### config.mk
export PLATFORM = sky130hd
export DESIGN_NAME = wc_hold_table
export DESIGN_NICKNAME = d
export VERILOG_FILES = /design/src/rtl/wc_hold_pkg.sv /design/src/rtl/wc_hold_len.sv /design/src/rtl/wc_victim_pick.sv /design/src/rtl/wc_hold_slot.sv /design/src/rtl/wc_hold_table.sv
export SDC_FILE = /design/constraint.sdc
export NUM_CORES = 1
export LEC_CHECK = 0
export BUFFER_PORTS_ARGS = -buffer_cell sky130_fd_sc_hd__buf_2
export CORE_MARGIN = 4
export CORE_UTILIZATION = 45
export DETAILED_ROUTE_END_ITERATION = 6
export MAX_ROUTING_LAYER = met4
export PLACE_DENSITY = 0.72
export SYNTH_ARGS = -nofsm -noshare
export SYNTH_HDL_FRONTEND = slang
export SYNTH_SLANG_ARGS = --single-unit
### constraint.sdc
create_clock -name clk -period 14.2 [get_ports clk]
set_clock_uncertainty 0.2 [all_clocks]
set_input_delay 2.84 -clock clk [delete_from_list [all_inputs] [get_ports clk]]
set_output_delay 2.84 -clock clk [all_outputs]
set_load 0.02 [all_outputs]
### src/rtl/wc_hold_pkg.sv
package wc_hold_pkg;

   typedef enum logic [1:0] {
      DEC_NONE      = 2'd0,
      DEC_ISSUE     = 2'd1,
      DEC_HOLD      = 2'd2,
      DEC_ISSUE_RST = 2'd3
   } hold_dec_e;

endpackage

### src/rtl/wc_hold_len.sv
module wc_hold_len #(
   parameter int LINE_LOG2 = 6,
   parameter int SZ_W      = 3,
   parameter int HOLD_W    = 7
) (
   input  logic [SZ_W-1:0]   size_log2,
   output logic [HOLD_W-1:0] hold_len
);

   generate
      if (LINE_LOG2 == 0) begin : g_unit_line
         assign hold_len = HOLD_W'(1);
      end else begin : g_shift
         localparam logic [SZ_W-1:0] LINE_CODE = SZ_W'(LINE_LOG2);
         logic [SZ_W-1:0] gap;
         always_comb begin
            gap = LINE_CODE - size_log2;
            if (size_log2 >= LINE_CODE) hold_len = HOLD_W'(1);
            else                        hold_len = HOLD_W'(1) << gap;
         end
      end
   endgenerate

endmodule

### src/rtl/wc_victim_pick.sv
module wc_victim_pick #(
   parameter int ENTRIES = 8,
   parameter int AGE_W   = 3,
   parameter int IDX_W   = 3
) (
   input  logic [ENTRIES-1:0]            valid,
   input  logic [ENTRIES-1:0][AGE_W-1:0] age,
   output logic [IDX_W-1:0]              pick
);

   logic             have_free;
   logic [IDX_W-1:0] free_idx;
   logic [IDX_W-1:0] old_idx;
   logic [AGE_W-1:0] old_age;

   always_comb begin
      have_free = 1'b0;
      free_idx  = '0;
      for (int i = ENTRIES - 1; i >= 0; i--) begin
         if (!valid[i]) begin
            have_free = 1'b1;
            free_idx  = IDX_W'(i);
         end
      end
   end

   always_comb begin
      old_idx = '0;
      old_age = age[0];
      for (int i = 1; i < ENTRIES; i++) begin
         if (age[i] > old_age) begin
            old_age = age[i];
            old_idx = IDX_W'(i);
         end
      end
   end

   assign pick = have_free ? free_idx : old_idx;

endmodule

### src/rtl/wc_hold_slot.sv
module wc_hold_slot #(
   parameter int BLK_W  = 26,
   parameter int CNT_W  = 4,
   parameter int AGE_W  = 3,
   parameter int THRESH = 8
) (
   input  logic             clk,
   input  logic             rst_n,
   input  logic             clr_hit,
   input  logic             ld_hit,
   input  logic             ld_alloc,
   input  logic [BLK_W-1:0] ld_blk,
   input  logic             age_inc,
   input  logic             q_dec,
   input  logic             q_erase,
   output logic             valid,
   output logic [BLK_W-1:0] tag,
   output logic [AGE_W-1:0] age,
   output logic             eff_valid,
   output logic [BLK_W-1:0] eff_tag,
   output logic [CNT_W-1:0] eff_cnt
);

   localparam logic [AGE_W-1:0] AGE_MAX = '1;
   localparam logic [CNT_W-1:0] CNT_LD  = CNT_W'(THRESH);

   logic [CNT_W-1:0] cnt;

   // state as seen after this cycle's strobes; load beats restart
   always_comb begin
      eff_valid = valid;
      eff_tag   = tag;
      eff_cnt   = cnt;
      if (ld_hit || ld_alloc) begin
         eff_valid = 1'b1;
         eff_tag   = ld_blk;
         eff_cnt   = CNT_LD;
      end else if (clr_hit) begin
         eff_valid = 1'b0;
      end
   end

   always_ff @(posedge clk) begin
      if (!rst_n) begin
         valid <= 1'b0;
         tag   <= '0;
         cnt   <= '0;
         age   <= '0;
      end else begin
         valid <= eff_valid && !q_erase;
         tag   <= eff_tag;
         cnt   <= q_dec ? eff_cnt - 1'b1 : eff_cnt;
         if (ld_alloc)                      age <= '0;
         else if (age_inc && age != AGE_MAX) age <= age + 1'b1;
      end
   end

   p_cnt_bound_r1: assert property (@(posedge clk) disable iff (!rst_n)
      valid |-> cnt <= CNT_LD);

   p_dec_nonzero_r2: assert property (@(posedge clk) disable iff (!rst_n)
      q_dec |-> eff_cnt != '0);

   p_load_wins_r10: assert property (@(posedge clk) disable iff (!rst_n)
      (ld_hit || ld_alloc) && !q_erase |=> valid && tag == $past(ld_blk));

endmodule

### src/rtl/wc_hold_table.sv
module wc_hold_table #(
   parameter int ENTRIES   = 8,
   parameter int BLK_W     = 26,
   parameter int CNT_W     = 4,
   parameter int THRESH    = 8,
   parameter int LINE_LOG2 = 6,
   parameter int SZ_W      = $clog2(LINE_LOG2 + 2),
   parameter int HOLD_W    = LINE_LOG2 + 1
) (
   input  logic              clk,
   input  logic              rst_n,
   input  logic              cont_vld,
   input  logic [BLK_W-1:0]  cont_blk,
   input  logic              restart_vld,
   input  logic [BLK_W-1:0]  restart_blk,
   input  logic              qry_vld,
   input  logic [BLK_W-1:0]  qry_blk,
   input  logic              qry_is_write,
   input  logic              qry_full_line,
   input  logic [SZ_W-1:0]   qry_size_log2,
   input  logic              mode_coalesce,
   output logic              rsp_issue,
   output logic              rsp_hold,
   output logic [HOLD_W-1:0] rsp_hold_cycles,
   output logic              rsp_mode_reset
);
   import wc_hold_pkg::*;

   localparam int IDX_W = $clog2(ENTRIES);
   localparam int AGE_W = IDX_W;

   generate
      if (ENTRIES < 2)               begin : g_bad_entries $error("ENTRIES must be at least 2"); end
      if (THRESH < 2)                begin : g_bad_thresh  $error("THRESH must be at least 2"); end
      if (THRESH >= (1 << CNT_W))    begin : g_bad_cnt     $error("THRESH does not fit CNT_W"); end
      if ((1 << SZ_W) <= LINE_LOG2)  begin : g_bad_sz      $error("SZ_W too narrow"); end
   endgenerate

   logic [ENTRIES-1:0]            s_valid, e_valid;
   logic [ENTRIES-1:0][BLK_W-1:0] s_tag, e_tag;
   logic [ENTRIES-1:0][AGE_W-1:0] s_age;
   logic [ENTRIES-1:0][CNT_W-1:0] e_cnt;
   logic [ENTRIES-1:0]            ld_hit, ld_alloc, clr_hit, q_match, q_dec, q_erase;
   logic [IDX_W-1:0]              vict_idx;
   logic                          do_alloc, clr_same;
   logic [CNT_W-1:0]              q_cnt;
   logic                          q_active, q_partial;
   logic [HOLD_W-1:0]             len_raw;
   hold_dec_e                     dec;

   assign do_alloc = cont_vld && !(|ld_hit);
   assign clr_same = cont_vld && (cont_blk == restart_blk);

   wc_victim_pick #(.ENTRIES(ENTRIES), .AGE_W(AGE_W), .IDX_W(IDX_W)) u_vict (
      .valid (s_valid),
      .age   (s_age),
      .pick  (vict_idx)
   );

   generate
      for (genvar g = 0; g < ENTRIES; g++) begin : g_slot
         assign ld_hit[g]   = cont_vld && s_valid[g] && (s_tag[g] == cont_blk);
         assign ld_alloc[g] = do_alloc && (vict_idx == IDX_W'(g));
         assign clr_hit[g]  = restart_vld && !clr_same && s_valid[g] && (s_tag[g] == restart_blk);
         assign q_match[g]  = qry_vld && e_valid[g] && (e_tag[g] == qry_blk);
         assign q_dec[g]    = (dec == DEC_HOLD) && q_match[g];
         assign q_erase[g]  = q_active && qry_full_line && q_match[g];

         wc_hold_slot #(.BLK_W(BLK_W), .CNT_W(CNT_W), .AGE_W(AGE_W), .THRESH(THRESH)) u_slot (
            .clk       (clk),
            .rst_n     (rst_n),
            .clr_hit   (clr_hit[g]),
            .ld_hit    (ld_hit[g]),
            .ld_alloc  (ld_alloc[g]),
            .ld_blk    (cont_blk),
            .age_inc   (do_alloc),
            .q_dec     (q_dec[g]),
            .q_erase   (q_erase[g]),
            .valid     (s_valid[g]),
            .tag       (s_tag[g]),
            .age       (s_age[g]),
            .eff_valid (e_valid[g]),
            .eff_tag   (e_tag[g]),
            .eff_cnt   (e_cnt[g])
         );
      end
   endgenerate

   always_comb begin
      q_cnt = '0;
      for (int i = 0; i < ENTRIES; i++) begin
         if (q_match[i]) q_cnt = q_cnt | e_cnt[i];
      end
   end

   assign q_active  = qry_vld && mode_coalesce && qry_is_write;
   assign q_partial = q_active && !qry_full_line;

   always_comb begin
      if (!qry_vld)                    dec = DEC_NONE;
      else if (!q_partial)             dec = DEC_ISSUE;
      else if (q_cnt != '0)            dec = DEC_HOLD;
      else                             dec = DEC_ISSUE_RST;
   end

   wc_hold_len #(.LINE_LOG2(LINE_LOG2), .SZ_W(SZ_W), .HOLD_W(HOLD_W)) u_len (
      .size_log2 (qry_size_log2),
      .hold_len  (len_raw)
   );

   assign rsp_issue       = (dec == DEC_ISSUE) || (dec == DEC_ISSUE_RST);
   assign rsp_hold        = (dec == DEC_HOLD);
   assign rsp_mode_reset  = (dec == DEC_ISSUE_RST);
   assign rsp_hold_cycles = rsp_hold ? len_raw : '0;

   p_one_answer_r2: assert property (@(posedge clk) disable iff (!rst_n)
      qry_vld |-> $countones({rsp_issue, rsp_hold}) == 1 && (!rsp_mode_reset || rsp_issue));

   p_idle_quiet_r11: assert property (@(posedge clk) disable iff (!rst_n)
      !qry_vld |-> !rsp_issue && !rsp_hold && !rsp_mode_reset);

   p_bypass_r4: assert property (@(posedge clk) disable iff (!rst_n)
      qry_vld && !(mode_coalesce && qry_is_write) |-> rsp_issue && !rsp_mode_reset);

   p_full_line_r5: assert property (@(posedge clk) disable iff (!rst_n)
      qry_vld && mode_coalesce && qry_is_write && qry_full_line |-> rsp_issue && !rsp_mode_reset);

   p_hold_len_r3: assert property (@(posedge clk) disable iff (!rst_n)
      rsp_hold |-> $onehot(rsp_hold_cycles));

   p_unique_tag_r8: assert property (@(posedge clk) disable iff (!rst_n)
      $onehot0(q_match));

   p_load_then_hold_r1: assert property (@(posedge clk) disable iff (!rst_n)
      $past(cont_vld) && !$past(qry_vld) && !cont_vld && !restart_vld &&
      qry_vld && mode_coalesce && qry_is_write && !qry_full_line &&
      qry_blk == $past(cont_blk) |-> rsp_hold);

endmodule

Word-level counts from Yosys, hierarchy flattened
Cells that the tools add are included.
{"block": "op_classes", "n_mux": 83, "addsub": 17, "n_bitwise": 8, "n_lt_le_gt_ge": 8, "n_eq_ne": 43, "reduce_logical": 126, "n_shift": 1}
{"operator": "== test 26 bit", "n": 25}
{"operator": "2-to-1 mux 26 bit", "n": 8}
{"operator": "2-to-1 mux 4 bit", "n": 24}
{"operator": "logical AND 1 bit", "n": 95}
{"operator": "2-to-1 mux 3 bit", "n": 19}
{"operator": "subtractor 4 x 1 -> 4 bit, second input constant", "n": 8}
{"operator": "bitwise OR 4 bit", "n": 7}
{"operator": "2-to-1 mux 1 bit", "n": 26}
{"operator": "adder 3 x 1 -> 3 bit, second input constant", "n": 8}
{"operator": "inequality test 3 bit, second input constant", "n": 8}
{"operator": "> comparator 3 bit", "n": 7}
{"operator": "OR reduction 2 bit", "n": 8}
{"operator": "2-to-1 mux 7 bit", "n": 2}
{"operator": "== test 3 bit, second input constant", "n": 4}
{"operator": "logical NOT 1 bit", "n": 11}
{"operator": "logical OR 1 bit", "n": 9}
{"operator": "2-to-1 mux 2 bit", "n": 4}
{"operator": "OR reduction 8 bit", "n": 1}
{"operator": "<< shifter 1 x 3 -> 7 bit, first input constant", "n": 1}
{"operator": "== test 3 x 2 -> 1 bit, second input constant", "n": 2}
{"operator": "== test 2 bit, second input constant", "n": 2}
{"operator": "nonzero test 4 bit", "n": 1}
{"operator": "== test 3 x 1 -> 1 bit, second input constant", "n": 1}
{"operator": "greater-or-equal comparator 3 bit, second input constant", "n": 1}
{"operator": "4 further kinds", "n": 4}
{"block": "totals", "out_inout_bits": 10, "elab_cells": 318, "reg_bits": 272, "in_bits": 89}

Logic depth before layout (Yosys ltp)
{"block": "depth", "ltp_word": 43, "depth_mapped": 51, "depth_no_buf": 47}

Cells and area by module
Synthesis repeated with hierarchy kept, for this count alone.
{"block": "unflattened", "hier_cells": 2204, "hier_area_um2": 20498.4}
{"mod": "wc_hold_slot", "seq_area_each_um2": 680.7, "cells_each": 126, "instances": 8, "area_each_um2": 1405.1}
{"mod": "wc_hold_table", "seq_area_each_um2": 0.0, "cells_each": 1057, "instances": 1, "area_each_um2": 8287.9}
{"mod": "wc_victim_pick", "seq_area_each_um2": 0.0, "cells_each": 132, "instances": 1, "area_each_um2": 914.6}
{"mod": "wc_hold_len", "seq_area_each_um2": 0.0, "cells_each": 7, "instances": 1, "area_each_um2": 55.1}

Worst setup path after synthesis
Ideal clock, no wire load.
{"block": "synth_path", "path_type": "register -> output", "from": "reg g_slot[0].u_slot.age[2]", "to": "out rsp_hold_cycles[4]", "required_ns": 11.160, "path_slack_ns": 0.877, "t_arrival_ns": 10.283, "path_stages_with_launch": 45, "path_cell_list": "dfxtp_1 > inv_1 > ha_1 > and3_1 > a21oi_1 > mux2_2 > ha_1 > nand3_1 > a21boi_0 > nor2_1 > a21oi_1 > ha_1 > and3b_1 > o21ai_0 > mux2i_1 > ha_1 > nand3b_1 > a21o_1 > [9 not listed] > o21ai_0 > mux2_2 > ha_1 > a211oi_1 > o211ai_1 > a211oi_1 > and2_1 > clkbuf_1 > nand4_1 > o21a_1 > clkbuf_1 > or4_1 > a21oi_1 > a222oi_1 > o2111ai_2 > buf_6 > nand2_1 > nor4b_1"}
{"block": "synth_via", "elab_chain_len": 42, "elab_cells_between_ends": 114}
{"element": "start, declared", "line": "wc_hold_slot.sv:18", "rtl": "output logic [AGE_W-1:0] age,"}
{"element": "start signal, assigned", "line": "wc_hold_slot.sv:54", "rtl": "else if (age_inc && age != AGE_MAX) age <= age + 1'b1;"}
{"element": "> comparator 3 bit", "line": "wc_victim_pick.sv:31", "rtl": "if (age[i] > old_age) begin"}
{"element": "2-to-1 mux 3 bit", "line": "wc_victim_pick.sv:31"}
{"element": "> comparator 3 bit", "line": "wc_victim_pick.sv:31"}
{"element": "2-to-1 mux 3 bit", "line": "wc_victim_pick.sv:31"}
{"element": "> comparator 3 bit", "line": "wc_victim_pick.sv:31"}
{"element": "2-to-1 mux 3 bit", "line": "wc_victim_pick.sv:31"}
{"element": "> comparator 3 bit", "line": "wc_victim_pick.sv:31"}
{"element": "2-to-1 mux 3 bit", "line": "wc_victim_pick.sv:31"}
{"element": "[26 not listed]"}
{"element": "bitwise OR 4 bit", "line": "wc_hold_table.sv:92", "rtl": "if (q_match[i]) q_cnt = q_cnt | e_cnt[i];"}
{"element": "2-to-1 mux 4 bit *", "line": "wc_hold_table.sv:92"}
{"element": "nonzero test 4 bit *", "line": "wc_hold_table.sv:102", "rtl": "else if (q_cnt != '0) dec = DEC_HOLD;"}
{"element": "2-to-1 mux 1 bit *", "line": "wc_hold_table.sv:102"}
{"element": "2-to-1 mux 2 bit *", "line": "wc_hold_table.sv:101", "rtl": "else if (!q_partial) dec = DEC_ISSUE;"}
{"element": "2-to-1 mux 2 bit *", "line": "wc_hold_table.sv:100", "rtl": "if (!qry_vld) dec = DEC_NONE;"}
{"element": "== test 2 bit *", "line": "wc_hold_table.sv:112", "rtl": "assign rsp_hold = (dec == DEC_HOLD);"}
{"element": "2-to-1 mux 7 bit *", "line": "wc_hold_table.sv:114", "rtl": "assign rsp_hold_cycles = rsp_hold ? len_raw : '0;"}
{"element": "end, declared", "line": "wc_hold_table.sv:24", "rtl": "output logic [HOLD_W-1:0] rsp_hold_cycles,"}
Mark *: on every way between the ends. The rest lies on a longest branch, timed or not.

Worst setup path after layout
{"block": "layout_path", "from": "reg g_slot[0].u_slot.age[1]", "to": "out rsp_mode_reset"}
{"block": "layout_via", "elab_chain_len": 41, "elab_cells_between_ends": 113}
{"element": "> comparator 3 bit", "line": "wc_victim_pick.sv:31"}
{"element": "2-to-1 mux 3 bit", "line": "wc_victim_pick.sv:31"}
{"element": "> comparator 3 bit", "line": "wc_victim_pick.sv:31"}
{"element": "2-to-1 mux 3 bit", "line": "wc_victim_pick.sv:31"}
{"element": "> comparator 3 bit", "line": "wc_victim_pick.sv:31"}
{"element": "2-to-1 mux 3 bit", "line": "wc_victim_pick.sv:31"}
{"element": "> comparator 3 bit", "line": "wc_victim_pick.sv:31"}
{"element": "2-to-1 mux 3 bit", "line": "wc_victim_pick.sv:31"}
{"element": "[25 not listed]"}
{"element": "2-to-1 mux 4 bit", "line": "wc_hold_table.sv:92"}
{"element": "bitwise OR 4 bit", "line": "wc_hold_table.sv:92"}
{"element": "2-to-1 mux 4 bit *", "line": "wc_hold_table.sv:92"}
{"element": "nonzero test 4 bit *", "line": "wc_hold_table.sv:102"}
{"element": "2-to-1 mux 1 bit *", "line": "wc_hold_table.sv:102"}
{"element": "2-to-1 mux 2 bit *", "line": "wc_hold_table.sv:101"}
{"element": "2-to-1 mux 2 bit *", "line": "wc_hold_table.sv:100"}
{"element": "== test 2 bit *", "line": "wc_hold_table.sv:113", "rtl": "assign rsp_mode_reset = (dec == DEC_ISSUE_RST);"}
{"element": "end, declared", "line": "wc_hold_table.sv:25", "rtl": "output logic rsp_mode_reset"}
Marks and branches as above.

==> reports/summary.md <==
The run finished with clean final reports. The worst setup path is launched from a flip-flop. Maximum number of pins on one net before global-route repair: 147. The netlist uses 86 different library cells.

Slew at the pin closest to its max-slew limit: 1.411 ns. The total iterations of the first detailed-routing run is 7, and the initial core utilization is 45.37%. The classification of the worst-slack hold path is reg2reg. The ratio of total power to cell area is 107.6 mW/mm2.

The uppermost layer routed was met4. The count of input and output buffers was 98; the synthesized area per cell was 7.723 um2. Clock latency on the worst-skew pair, taken at its later pin, is 0.56 ns.

After synthesis, flip-flops and latches occupy 24.57% of the total area. Top-level I/O count: 99. The logs give 23.83k for the via total after detailed routing and 159200 um for the global-route wire length before repair. In this design, the critical path's most frequently occurring cell is sky130_fd_sc_hd__ha_1.

The flop and latch count out of synthesis was 272; the highest net fanout along the worst path was 28. Together, buffers and inverters on the worst path number 7. The tools report the violation count after the first detailed-route iteration as 3685. After floorplanning, the core was divided into 81 placement rows. The floorplan step set the die height to 229.9 um.

The logs give 0 for the total count of hold-check failures in the final report and 0 for the max-capacitance violation count. The number of antenna violations at the first check in global routing was 0. The fmax is 72.25 MHz.

The number of antenna diodes in the final layout is 0. In this run the clock root is driven by a sky130_fd_sc_hd__clkbuf_16. Hold repair after CTS inserted 0 buffers. Routability-driven placement finished with a final weighted congestion of 1.076.

The flip-flop cell with the highest count after synthesis is sky130_fd_sc_hd__dfxtp_1. The number of DRC violations after detailed routing is 0. Summed over all layers, the global routing overflow is 0.

The number of routed nets with antenna violations came out at 0. The element type at the critical path end was an output port. Leaving out fill and tap cells, the most frequent cells in the layout are 402 x sky130_fd_sc_hd__xor2_1, 330 x sky130_fd_sc_hd__nand2_1, 269 x sky130_fd_sc_hd__dfxtp_1. The core area is 0.04885 mm2, and the number of clock sinks is 272. Setup violations remaining at the end of the flow were counted as 0. The clock-pin slew on the worst setup and hold paths works out to 0.06 ns. The routed wire length per instance was 31.90 um; the data required time of the critical path was 11.16 ns.

Summed over all cells, the static leakage comes to 10.18 nW. The mapped netlist covers 0.02216 mm2. The library cell used most frequently in the layout, excluding fill and tap cells, is sky130_fd_sc_hd__xor2_1.

The async set or reset register ratio after synthesis is 0%. Detailed routing placed a total of 16230 um of wire on met3. The tools report the share of the core filled with cells in the final layout as 50.33%. The HPWL after detailed placement is 78450 um. The worst-case IR drop observed on VDD is 119.5 uV.

The final-report max-slew violation count is 0. At the worst endpoint, the arrival time is 10.80 ns. TritonCTS built the clock tree. The tools report the total routed wirelength as 113900 um. The critical path class was reg2out. Wire segments on met2 add up to 45290 um in the final route. After layout, the worst setup slack is 0.3590 ns. On the critical path the largest part of the delay comes from compound AO/OA/AOI/OAI gates. For this run, the number of Yosys warnings is 0. The logs give 42010 um for the routed length on met1 and 22.02k for the via count of the first global-routing pass. The number of nets in the synthesized netlist is 3005.

From left edge to right edge, the die measures 229.9 um. The average vias per placed instance is 6.675. The die covers 0.05287 mm2.

Compared with the post-synthesis result, the final layout area differs by 10.93%. The final-stage net count was 3018; the share of final-layout standard cells stronger than drive strength 1 was 10.67%. Cell with the largest stage delay on the worst path: sky130_fd_sc_hd__a222oi_1.

The post-route fraction of the period consumed by the critical path was 97.47%; the minimum setup slack after placement was 0.07527 ns. The logs give 42.17% for the overall track demand over capacity in global routing and 2 for the number of H-tree branching levels. The tools report the instance count of the mapped netlist as 2870. The number of buffers on the longest clock path was 3; the post-route minimum period was 13.84 ns. The number of clock buffers added by TritonCTS is 34.

The tools report the relative max-transition margin as 5.040%. For this run, the slowest stage of the critical path takes 0.96 ns. The number of enable flip-flop cells after synthesis was 0.
## worst min-delay path: cells and delay by family (launching register included)
family,cells,cell delay (ns)
DFF,1,0.30
AOI/OAI and AO/OA,2,0.13
## worst paths after layout
check | slack (ns) | cells past startpoint | start | to
worst max-delay path | 0.36 | 44 | g_slot[0].u_slot.age[1] | rsp_mode_reset
worst min-delay path | 0.27 | 2 | g_slot[6].u_slot.cnt[3] | g_slot[6].u_slot.cnt[3]
worst max register to register | 3.04 | 45 | g_slot[0].u_slot.age[1] | g_slot[5].u_slot.cnt[3]
worst min register to register | 0.27 | 2 | g_slot[6].u_slot.cnt[3] | g_slot[6].u_slot.cnt[3]
## cell usage after synthesis (13+ instances only)
cell type	count	area share [%]
sky130_fd_sc_hd__inv_1	64	1.1
sky130_fd_sc_hd__a21oi_1	161	3.6
sky130_fd_sc_hd__o21ai_0	45	1.0
sky130_fd_sc_hd__ha_1	46	2.6
sky130_fd_sc_hd__nand3_1	71	1.6
sky130_fd_sc_hd__nor4_1	155	4.4
sky130_fd_sc_hd__nor2b_1	36	1.0
sky130_fd_sc_hd__xor2_1	402	16
sky130_fd_sc_hd__clkbuf_1	125	2.1
sky130_fd_sc_hd__mux2i_1	130	5.9
sky130_fd_sc_hd__xnor2_1	171	6.8
sky130_fd_sc_hd__mux2_2	20	1.0
sky130_fd_sc_hd__and2_1	13	0.37
sky130_fd_sc_hd__nor2_1	263	4.5
sky130_fd_sc_hd__dfxtp_1	272	25
sky130_fd_sc_hd__o211ai_1	14	0.47
sky130_fd_sc_hd__nand2b_1	47	1.3
sky130_fd_sc_hd__or3_1	19	0.54
sky130_fd_sc_hd__nand2_1	331	5.6
sky130_fd_sc_hd__buf_2	39	0.88
sky130_fd_sc_hd__buf_1	17	0.29
sky130_fd_sc_hd__nand4_1	81	2.3
sky130_fd_sc_hd__and3_1	21	0.59
sky130_fd_sc_hd__a221oi_1	14	0.55
sky130_fd_sc_hd__nor3_1	57	1.3
sky130_fd_sc_hd__o22ai_1	27	0.76
## cell families after synthesis
family	count (synthesis)	share of synthesized area (%)
DFF	272	24.57
AOI/OAI and AO/OA	417	12.57
and+or+nand+nor	1148	25.76
buffers and inverters	264	4.979
adders and majority gates	46	2.597
muxes	150	6.887
xor gates and xnor gates	573	22.64
## registers in the layout (all words and copies together) (netlist names)
register	flops
g_slot.u_slot.age	24
g_slot.u_slot.valid	8
g_slot.u_slot.cnt	32
g_slot.u_slot.tag	208
## routing by layer
layer | GRT usage (%) | vias to the layer above
li1 | - | 10090
met1 | 51.33 | 11190
met3 | 14.15 | 656
met2 | 59.19 | 1893
met5 | - | -
met4 | 27.64 | 0
## where the power goes
| group | switching (mW) | internal [mW] |
|---|---|---|
| Sequential | 0.0313 | 0.781 |
| Combinational | 0.550 | 0.329 |
| Clock | 0.377 | 0.578 |
| Total | 0.958 | 1.69 |
## area by class of cell
class | count | area [um2]
well taps | 664 | 830.8
clock inverters | 17 | 270.3
flip-flops and latches | 272 | 5449
repair buffers | 170 | 1042
fillers | 4931 | 24260
multi-input cells | 2334 | 15790
inverters | 71 | 274.0
clock buffers | 42 | 930.9
## what timing repair did
action	CTS	global route
setup buffers	2	14
gates resized for setup	5	36
setup endpoints to repair	10	10
pin swaps	5	16
## through the flow
stage / hold WS, ns / total power [mW] / cell area, um2 / TNS, ns / instances
2_1_floorplan: 0.2448 / 1.324 / 22160 / 0 / 2870
3_3_place_gp: 0.2624 / 1.568 / 23120 / 0 / 3495
3_5_place_dp: 0.2649 / 1.568 / 23120 / 0 / 3495
4_1_cts: 0.2711 / 2.519 / 24350 / 0 / 3556
5_1_grt: 0.2859 / 2.728 / 24590 / -0.5821 / 3570
6_report: 0.2726 / 2.646 / 24590 / 0 / 3570
Note: power is estimated with default switching activity, not from simulation.
